$ cat src/rtl/fbi_pkg.sv
package fbi_pkg;

  typedef enum logic [2:0] {
    M_PDN,
    M_STBY,
    M_ODIS,
    M_READ,
    M_IDENT,
    M_WRITE
  } bus_mode_e;

  typedef struct packed {
    logic pwd_n;
    logic ce1_n;
    logic ce2_n;
    logic oe_n;
    logic we_n;
    logic byte_n;
    logic id_volt;
    logic busy;
    logic susp;
  } ctl_t;

  localparam ctl_t CTL_IDLE = '{pwd_n: 1'b1, ce1_n: 1'b1, ce2_n: 1'b1,
                                oe_n: 1'b1, we_n: 1'b1, byte_n: 1'b1,
                                id_volt: 1'b0, busy: 1'b0, susp: 1'b0};

  localparam logic [7:0] MFR_CODE = 8'hC2;

endpackage

$ cat src/rtl/fbi_pin_sampler.sv
module fbi_pin_sampler
  import fbi_pkg::*;
#(
  parameter int AW   = 6,
  parameter int NSEC = 4
) (
  input  logic            clk,
  input  logic            rst_n,
  input  ctl_t            ctl_in,
  input  logic [AW-1:0]   addr_in,
  input  logic [15:0]     dq_in,
  input  logic [NSEC-1:0] prot_in,
  output ctl_t            ctl_q,
  output logic [AW-1:0]   addr_q,
  output logic [15:0]     dq_q,
  output logic [NSEC-1:0] prot_q
);

  always_ff @(posedge clk or negedge rst_n) begin
    if (!rst_n) begin
      ctl_q  <= CTL_IDLE;
      addr_q <= '0;
      dq_q   <= '0;
      prot_q <= '0;
    end else begin
      ctl_q  <= ctl_in;
      addr_q <= addr_in;
      dq_q   <= dq_in;
      prot_q <= prot_in;
    end
  end

endmodule

$ cat src/rtl/fbi_mode_decode.sv
module fbi_mode_decode
  import fbi_pkg::*;
(
  input  ctl_t      ctl,
  output bus_mode_e mode,
  output logic      strobe
);

  logic selected;

  always_comb begin
    selected = !ctl.ce1_n && !ctl.ce2_n;
    if (!ctl.pwd_n)         mode = M_PDN;
    else if (!selected)     mode = M_STBY;
    else if (!ctl.oe_n)     mode = ctl.id_volt ? M_IDENT : M_READ;
    else if (!ctl.we_n)     mode = M_WRITE;
    else                    mode = M_ODIS;
    strobe = (mode == M_WRITE);
  end

endmodule

$ cat src/rtl/fbi_word_array.sv
module fbi_word_array #(
  parameter int AW = 6
) (
  input  logic          clk,
  input  logic          wr_en,
  input  logic [AW-1:0] wr_addr,
  input  logic [15:0]   wr_data,
  input  logic [1:0]    wr_mask,
  input  logic [AW-1:0] rd_addr,
  output logic [15:0]   rd_data
);

  localparam int DEPTH = 1 << AW;

  for (genvar b = 0; b < 2; b++) begin : g_lane
    logic [7:0] mem [DEPTH];

    always_ff @(posedge clk) begin
      if (wr_en && wr_mask[b]) mem[wr_addr] <= wr_data[8*b +: 8];
    end

    assign rd_data[8*b +: 8] = mem[rd_addr];
  end

endmodule

$ cat src/rtl/fbi_out_stage.sv
module fbi_out_stage
  import fbi_pkg::*;
#(
  parameter logic [7:0] DEV_CODE = 8'hFA
) (
  input  logic        clk,
  input  logic        rst_n,
  input  bus_mode_e   mode,
  input  logic        wide,
  input  logic        hi_sel,
  input  logic [15:0] word,
  input  logic [1:0]  id_sel,
  input  logic        prot_hit,
  input  logic        busy,
  input  logic        susp,
  input  logic        pwd_n,
  output logic [15:0] dq_out,
  output logic        lo_oe,
  output logic        mid_oe,
  output logic        top_oe,
  output logic        rdy
);

  logic [15:0] nxt_dq;
  logic        nxt_lo, nxt_mid, nxt_top;
  logic [7:0]  id_byte;

  always_comb begin
    case (id_sel)
      2'd0:    id_byte = MFR_CODE;
      2'd1:    id_byte = DEV_CODE;
      2'd2:    id_byte = {7'b0, prot_hit};
      default: id_byte = 8'h00;
    endcase
  end

  always_comb begin
    nxt_dq  = '0;
    nxt_lo  = 1'b0;
    nxt_mid = 1'b0;
    nxt_top = 1'b0;
    case (mode)
      M_READ: begin
        nxt_lo = 1'b1;
        if (wide) begin
          nxt_mid = 1'b1;
          nxt_top = 1'b1;
          nxt_dq  = word;
        end else begin
          nxt_dq = {8'h00, hi_sel ? word[15:8] : word[7:0]};
        end
      end
      M_IDENT: begin
        nxt_lo  = 1'b1;
        nxt_mid = wide;
        nxt_top = wide;
        nxt_dq  = {8'h00, id_byte};
      end
      default: ;
    endcase
  end

  always_ff @(posedge clk or negedge rst_n) begin
    if (!rst_n) begin
      dq_out <= '0;
      lo_oe  <= 1'b0;
      mid_oe <= 1'b0;
      top_oe <= 1'b0;
      rdy    <= 1'b1;
    end else begin
      dq_out <= nxt_dq;
      lo_oe  <= nxt_lo;
      mid_oe <= nxt_mid;
      top_oe <= nxt_top;
      rdy    <= !(busy && !susp && pwd_n);
    end
  end

endmodule

$ cat src/rtl/flash_bus_if.sv
module flash_bus_if
  import fbi_pkg::*;
#(
  parameter int         AW       = 6,
  parameter int         NSEC     = 4,
  parameter logic [7:0] DEV_CODE = 8'hFA
) (
  input  logic            clk,
  input  logic            rst_n,
  input  logic            pwd_n,
  input  logic            ce1_n,
  input  logic            ce2_n,
  input  logic            oe_n,
  input  logic            we_n,
  input  logic            byte_n,
  input  logic            id_volt,
  input  logic            busy_in,
  input  logic            suspend_in,
  input  logic [AW-1:0]   addr,
  input  logic [15:0]     dq_in,
  input  logic [NSEC-1:0] prot_bits,
  output logic [15:0]     dq_out,
  output logic            lo_oe,
  output logic            mid_oe,
  output logic            top_oe,
  output logic            rdy
);

  localparam int SW = (NSEC > 1) ? $clog2(NSEC) : 1;

  ctl_t            pin_ctl, s_ctl;
  logic [AW-1:0]   s_addr;
  logic [15:0]     s_dq;
  logic [NSEC-1:0] s_prot;
  bus_mode_e       mode;
  logic            strobe, p_strobe, commit;
  logic [AW-1:0]   w_addr;
  logic [15:0]     w_data;
  logic [1:0]      w_mask;
  logic [15:0]     rd_word;
  logic [SW-1:0]   sect;
  logic            hi_sel;

  assign pin_ctl = '{pwd_n: pwd_n, ce1_n: ce1_n, ce2_n: ce2_n, oe_n: oe_n,
                     we_n: we_n, byte_n: byte_n, id_volt: id_volt,
                     busy: busy_in, susp: suspend_in};

  fbi_pin_sampler #(.AW(AW), .NSEC(NSEC)) u_samp (
    .clk(clk), .rst_n(rst_n), .ctl_in(pin_ctl), .addr_in(addr),
    .dq_in(dq_in), .prot_in(prot_bits), .ctl_q(s_ctl), .addr_q(s_addr),
    .dq_q(s_dq), .prot_q(s_prot)
  );

  fbi_mode_decode u_dec (.ctl(s_ctl), .mode(mode), .strobe(strobe));

  assign hi_sel = s_dq[15];

  // Hold address, data and byte mask while the strobe is active.
  always_ff @(posedge clk or negedge rst_n) begin
    if (!rst_n) begin
      p_strobe <= 1'b0;
      w_addr   <= '0;
      w_data   <= '0;
      w_mask   <= '0;
    end else begin
      p_strobe <= strobe;
      if (strobe) begin
        w_addr <= s_addr;
        if (s_ctl.byte_n) begin
          w_data <= s_dq;
          w_mask <= 2'b11;
        end else begin
          w_data <= {s_dq[7:0], s_dq[7:0]};
          w_mask <= hi_sel ? 2'b10 : 2'b01;
        end
      end
    end
  end

  // Strobe end commits only if neither output enable nor power-down cut it.
  assign commit = p_strobe && !strobe && s_ctl.oe_n && s_ctl.pwd_n;

  fbi_word_array #(.AW(AW)) u_arr (
    .clk(clk), .wr_en(commit), .wr_addr(w_addr), .wr_data(w_data),
    .wr_mask(w_mask), .rd_addr(s_addr), .rd_data(rd_word)
  );

  if (NSEC > 1) begin : g_sect
    assign sect = s_addr[AW-1 -: SW];
  end else begin : g_one
    assign sect = '0;
  end

  fbi_out_stage #(.DEV_CODE(DEV_CODE)) u_out (
    .clk(clk), .rst_n(rst_n), .mode(mode), .wide(s_ctl.byte_n),
    .hi_sel(hi_sel), .word(rd_word), .id_sel(s_addr[1:0]),
    .prot_hit(s_prot[sect]), .busy(s_ctl.busy), .susp(s_ctl.susp),
    .pwd_n(s_ctl.pwd_n), .dq_out(dq_out), .lo_oe(lo_oe), .mid_oe(mid_oe),
    .top_oe(top_oe), .rdy(rdy)
  );

endmodule

$ cat config.mk
export PLATFORM = sky130hd
export DESIGN_NAME = flash_bus_if
export DESIGN_NICKNAME = d
export VERILOG_FILES = /design/src/rtl/fbi_pkg.sv /design/src/rtl/fbi_pin_sampler.sv /design/src/rtl/fbi_mode_decode.sv /design/src/rtl/fbi_word_array.sv /design/src/rtl/fbi_out_stage.sv /design/src/rtl/flash_bus_if.sv
export SDC_FILE = /design/constraint.sdc
export NUM_CORES = 1
export LEC_CHECK = 0
export BUFFER_PORTS_ARGS = -buffer_cell sky130_fd_sc_hd__clkbuf_2
export CORE_ASPECT_RATIO = 1.75
export CORE_MARGIN = 10
export CORE_UTILIZATION = 62
export DETAILED_ROUTE_END_ITERATION = 10
export GPL_TIMING_DRIVEN = 0
export PLACE_DENSITY_LB_ADDON = 0.1
export SYNTH_ARGS = -nofsm -noshare
export SYNTH_HDL_FRONTEND = slang
export SYNTH_SLANG_ARGS = --single-unit
$ cat constraint.sdc
create_clock -name clk -period 2.6 [get_ports clk]
set_input_delay 0.52 -clock clk [delete_from_list [all_inputs] [get_ports clk]]
set_output_delay 0.52 -clock clk [all_outputs]
set_load 0.01 [all_outputs]
[After elaboration in Yosys (flattened, before gate mapping)]
Memory sizes are Yosys's and may differ from the RTL's.
Cells that the tools add are included.
Storage, ports and cells
  bits in registers: 79
  bits in writable memories: 1024
  input bits: 37
  output and inout port bits: 20
  word-level logic and storage cells: 64
  memories kept: 2
Cells by class
  magnitude comparators: 1
  eq/ne operators: 5
  multiplexer cells: 21
  reductions and logical operators: 15
Memory list
  u_arr.g_lane[0].mem: words 64, width 8, rd ports 1, clocked after Yosys merged registers in 0, write ports 1, RTL line fbi_word_array.sv:16  | logic [7:0] mem [DEPTH];
  u_arr.g_lane[1].mem: words 64, width 8, rd ports 1, clocked after Yosys merged registers in 0, write ports 1, RTL line fbi_word_array.sv:16
Operators with widths (number)
  $mux 16: 2
  $pmux 16 s2: 1
  $pmux 8 s3: 1
  $mux 3: 5
  $logic_and 1x1->1: 8
  $mux 8: 1
  $mux 1: 7
  $eq 3x3->1 const B: 2
  $logic_not 1->1: 5
  $mux 2: 2
  $eq 3x2->1 const B: 1
  $lt 2x3->1 const B: 1
  $bmux 1 s2: 1
  $eq 2x1->1 const B: 1
  $eq 2x2->1 const B: 1
  $logic_not 2->1: 1
  $pmux 1 s2: 1
  $reduce_or 2->1: 1

[Logic depth before layout (Yosys ltp)]
  depth in word-level cells: 12
  depth in mapped cells: 10
  mapped depth without buffers: 6

[By module]
From an unflattened synthesis, not the netlist that was laid out.
Unflattened totals
  cells, all modules: 2081
  area total of the unflattened synthesis: 42879.9 sq um
By module, submodules not included
  fbi_word_array: times used 1, cells each 1906, area each 40123.5 sq um, sequential area each 30749.5 sq um
  flash_bus_if: times used 1, cells each 76, area each 1081.0 sq um, sequential area each 625.6 sq um
  fbi_pin_sampler: times used 1, cells each 35, area each 883.3 sq um, sequential area each 883.3 sq um
  fbi_out_stage: times used 1, cells each 56, area each 730.7 sq um, sequential area each 476.7 sq um
  fbi_mode_decode: times used 1, cells each 8, area each 61.3 sq um, sequential area each 0.0 sq um

[Worst setup path after synthesis]
No wires, ideal clock.
  kind: reg-to-reg
  start point: reg u_samp.addr_q[0]
  end point: reg u_out.dq_out[6]
  setup time: 133 ps
  arrival: 2105 ps
  required time: 2467 ps
  setup slack: 362 ps
  stages on the path, launching flop included: 10
  buffers on the path: 4
  clock period less this slack: 2238 ps
  cell sequence: dfrtp_1 buf_6 buf_6 buf_4 buf_4 mux4_2 a22oi_1 nand3_1 o21ai_0 o211ai_1
Between the ends
  word-level cells in the longest chain between the ends: 4
  elaborated cells on any way between the ends: 9
  those cells by class: eq/ne: 2; mux: 4; reduce/logical: 1; memory: 2
Ends and longest elaborated chain
  start, declared: RTL line fbi_pin_sampler.sv:14  | output logic [AW-1:0] addr_q,
  start signal, assigned: RTL line fbi_pin_sampler.sv:27  | addr_q <= addr_in;
  $mem_v2 64x8
  $mux 8: RTL line fbi_out_stage.sv:50  | nxt_dq = {8'h00, hi_sel ? word[15:8] : word[7:0]};
  $mux 16: RTL line fbi_out_stage.sv:45  | if (wide) begin
  $pmux 16 s2 *: RTL line fbi_out_stage.sv:42  | case (mode)
  named net u_out.nxt_dq[6]: RTL line fbi_out_stage.sv:24  | logic [15:0] nxt_dq;
  end signal, assigned: RTL line fbi_out_stage.sv:71  | dq_out <= nxt_dq;
  end, declared: RTL line fbi_out_stage.sv:17  | output logic [15:0] dq_out,
Mark *: on every way through the listed nets, which the timed path passes. The rest lies on a longest branch.
A chain may end at the register's enable or synchronous reset.

[Worst setup path in the final report]
  start point: reg u_samp.addr_q[2]
  end point: reg u_out.dq_out[6]
Between the ends
  word-level cells in the longest chain between the ends: 4
  elaborated cells on any way between the ends: 5
  those cells by class: mux: 3; memory: 2
Ends and longest elaborated chain (RTL line)
  $mem_v2 64x8
  $mux 8: fbi_out_stage.sv:50
  $mux 16 *: fbi_out_stage.sv:45
  $pmux 16 s2 *: fbi_out_stage.sv:42
  named net u_out.nxt_dq[6]: fbi_out_stage.sv:24
Marked as above.

==> summary.txt <==
Skew final -> 0.0281 ns
Failing checks -> negative setup slack
Setup crit end -> u_out.dq_out[6]
# setup viols final -> 140
Fraction of layout cells with a size suffix above 1 -> 39.6%
Setup crit start -> u_samp.addr_q[2]
Min-Delay Path Class -> input port to asynchronous set/reset pin
Reg power frac -> 53.2%
Critical setup path kind -> register to register
Sink Count -> 1103
Synth Register Bits -> 1103
Final worst slack -> -0.421 ns
Drt drc -> 0
Row Count -> 126
Most common cell after layout, fill and taps aside -> edfxtp_1
Vias per cell -> 7.24
Max incr delay on CP -> 0.52 ns
Met1 usage -> 42.6%
Reg2Reg Depth -> 8
CTS H-Tree Depth -> 3
Synth warnings -> 0
R2R setup slack -> -0.42 ns
Initial antenna violation count -> 3
CP required -> 3.05 ns
Final WL -> 146000 um
Largest net degree at the start of global routing -> 61
Distinct cell type count of the synthesized netlist -> 58
GRT met3 Usage -> 8.52%
Nets -> 2447
WHS -> 0.372 ns
Main synth FF type -> edfxtp_1
Max Slew Vio Count -> 0
Switch Pwr -> 9.57 mW
DIE AREA -> 79600 um2
WL/cell -> 43.2 um
Remaining Overflow, GRT -> 0
Worst reg2reg endpoint -> u_out.dq_out[6]
Number of I/O pins -> 57
Clock-pin slew on the worst setup and hold paths -> 0.07 ns
Number of buffers and inverters on the critical path -> 4
Met2 usage -> 57.7%
Total chip power -> 39.0 mW
Crit-path cells -> buf_2 > buf_4 > buf_4 > clkbuf_8 > nor2_1 > o21ai_2 > or2_4 > o211ai_1
Clock group share of total power -> 36.2%
Syn nets -> 2089
Die width -> 218 um
TritonCTS clock tree -> yes
Crit Path Max Fanout -> 10
Critical path's top delay family -> buffers and inverters
All-Layer GR Usage -> 37.0%
Top cell by count, worst path -> buf_4
Most Used Layer, Global Route -> met2
Clk_lat worst skew -> 0.67 ns
Drt initial violations -> 3892
Slew HR -> 30.0%
Area of the core -> 67600 um2
Via count -> 24500
Die height -> 366 um
CP max-delay cell -> dfrtp_2
Tmin final -> 3.02 ns
Pre-antenna DRT Iters -> 6
CP endpoint kind -> register
Post-synthesis sequential area ratio -> 77.3%
Mapped cell area -> 42400 um2
Reg2reg start -> u_samp.addr_q[2]
Initial core utilization -> 62.6%
Max-cap violations -> 0
ANT nets after route -> 0
First-pass GRT wire length -> 198000 um
Power per cell area -> 752 nW/um2
Commonest cells after routing, fill and taps aside -> edfxtp_1 (1024), mux4_2 (241), nor2_4 (116), buf_4 (107), clkbuf_16 (97)
Fmax -> 0.331 GHz
Int Power -> 29.5 mW
Clock Tree Root -> clkbuf_16
Post-synth EDFFs -> 1024
Switching share of power -> 24.5%
Port Buffers -> 56
WP data arrival -> 3.47 ns
Async SR Flop Fraction -> 7.16%
Syn_area_per_cell -> 20.6 um2
Status -> complete, but fails checks
Gate power share -> 10.6%
Vias in the first global route -> 24400
Clk buf depth -> 3
Maximum vdd drop -> 0.613 mV
RePlAce Congestion -> 1.03
Worst Tran Pin Value -> 1.05 ns
# diodes -> 0
Layout area overhead -> 22.5%
Detailed placement HPWL -> 92200 um
Core Util, Final -> 76.7%
Fin. Hold Viols -> 0
RSZ-0062 raised after global routing -> yes
Post-Syn Instances -> 2052
Fin crit share -> 116%
Worst path depth -> 8
Worst setup SP type -> register
CTS Buf Count -> 94
Static leakage -> 17.0 nW
## per-layer routing
layer,vias up,part of all wire [%],wire length (um)
li1,9194,-,-
met1,12600,30,43700
met2,2083,48,70500
met3,570,11,16200
met4,6,11,15600
met5,-,0.032,47
## through the flow
stage          setup TNS [ns]  setup WS [ns]  cell area (um2)  instances
5_1_grt                -11.80         -0.368            51900       3378
3_3_place_gp          -485.89          -1.75            43800       3004
3_5_place_dp          -535.84          -1.76            44100       3021
4_1_cts               -148.90         -0.314            50700       3348
2_1_floorplan               0          0.362            42400       2052
6_report                -8.41         -0.421            51900       3378
## worst min-delay path by stage
stage / startpoint / endpoint / slack [ns] / cells after the start
after floorplan: rst_n / p_strobe / 0.22 / 0
after global placement: u_samp.ctl_q[1] / u_out.rdy / 0.38 / 1
after detailed placement: u_samp.ctl_q[1] / u_out.rdy / 0.38 / 1
after CTS: rst_n / u_samp.ctl_q[0] / 0.33 / 2
after global routing: rst_n / u_out.mid_oe / 0.39 / 2
final: rst_n / u_samp.ctl_q[0] / 0.37 / 2
## power groups by stage
stage,sequential (mW),clock [mW],combinational (mW)
2_1_floorplan,21.3,0,1.05
3_3_place_gp,21.9,0,2.07
3_5_place_dp,21.1,0,3.12
4_1_cts,20.7,14.1,3.78
5_1_grt,20.8,14.8,4.16
6_report,20.7,14.1,4.15
## cell type report
cell class / count / area, um2
clock inverters: 41 / 443
multi-input cells: 832 / 10700
flip-flops and latches: 1103 / 32800
repair buffers: 268 / 2860
well taps: 896 / 1120
fillers: 3479 / 15700
clock buffers: 127 / 2560
plain buffers: 106 / 1460
inverters: 5 / 23.8
## worst reg2reg max path: cells and delay by family, from the launching register on
kind | cells | cell delay, ns
simple gates | 2 | 0.35
compound gates | 2 | 0.57
buf+inv | 4 | 1.37
flops | 1 | 0.52
## sequential cells by signal, indices dropped and copies added (netlist names)
name	cells
w_mask	2
w_addr	6
u_out.dq_out	16
u_samp.addr_q	6
u_out.mid_oe	1
w_data	16
p_strobe	1
u_out.rdy	1
u_arr.g_lane.mem	1024
u_samp.dq_q	16
u_samp.ctl_q	9
u_samp.prot_q	4
u_out.lo_oe	1
## kinds of logic after synthesis
| family | count (synthesis) | synth area share, % |
|---|---|---|
| AOI/OAI and AO/OA | 172 | 2.95 |
| muxes | 307 | 14.4 |
| DFF | 1103 | 77.3 |
| and+or+nand+nor | 353 | 3.74 |
| buffers and inverters | 117 | 1.62 |
## what timing repair did
item / 4_1_cts / 5_1_grt
hold buffers: 36 / 0
gates resized for setup: 517 / 164
gates cloned: 4 / 0
setup endpoints to repair: 1032 / 1039
endpoints found under the hold margin: 53 / 0
setup buffers: 122 / 35
pin swaps: 65 / 43
## synthesized netlist by cell type (all sizes together), types with 2 or more instances
cell type     n  area (um2)
a22o         12         105
nand3b        7        52.6
and2          3        18.8
a221o         2        20.0
dfstp         7         184
nand2b       11        68.8
o211ai        2        15.0
nor2b        19         119
clkinv        2        7.51
nand4         3        18.8
inv           3        11.3
a21oi        13        65.1
mux2         11         124
o22a          2        17.5
a221oi       18         158
o22ai        16         100
dfrtp        72        1800
a41oi         3        26.3
nand2        89         334
o41ai         2        17.5
nor3         18        90.1
nor2        156         588
clkbuf       40         150
edfxtp     1024       30700
mux2i        55         551
mux4        241        5430
o2111ai       2        17.5
a211o         2        17.5
and3          4        25.0
a22oi        34         255
o21ai        25         125
a311oi        4        35.0
buf          72         518
or3b          5        43.8
nor4          6        37.5
o221ai       10        87.6
or2           2        12.5
a2111oi       6        52.6
nand3        23         115
a211oi        6        45.0
and4          2        17.5
a31oi         9        56.3
No activity file was read; power rests on OpenSTA's default activity.
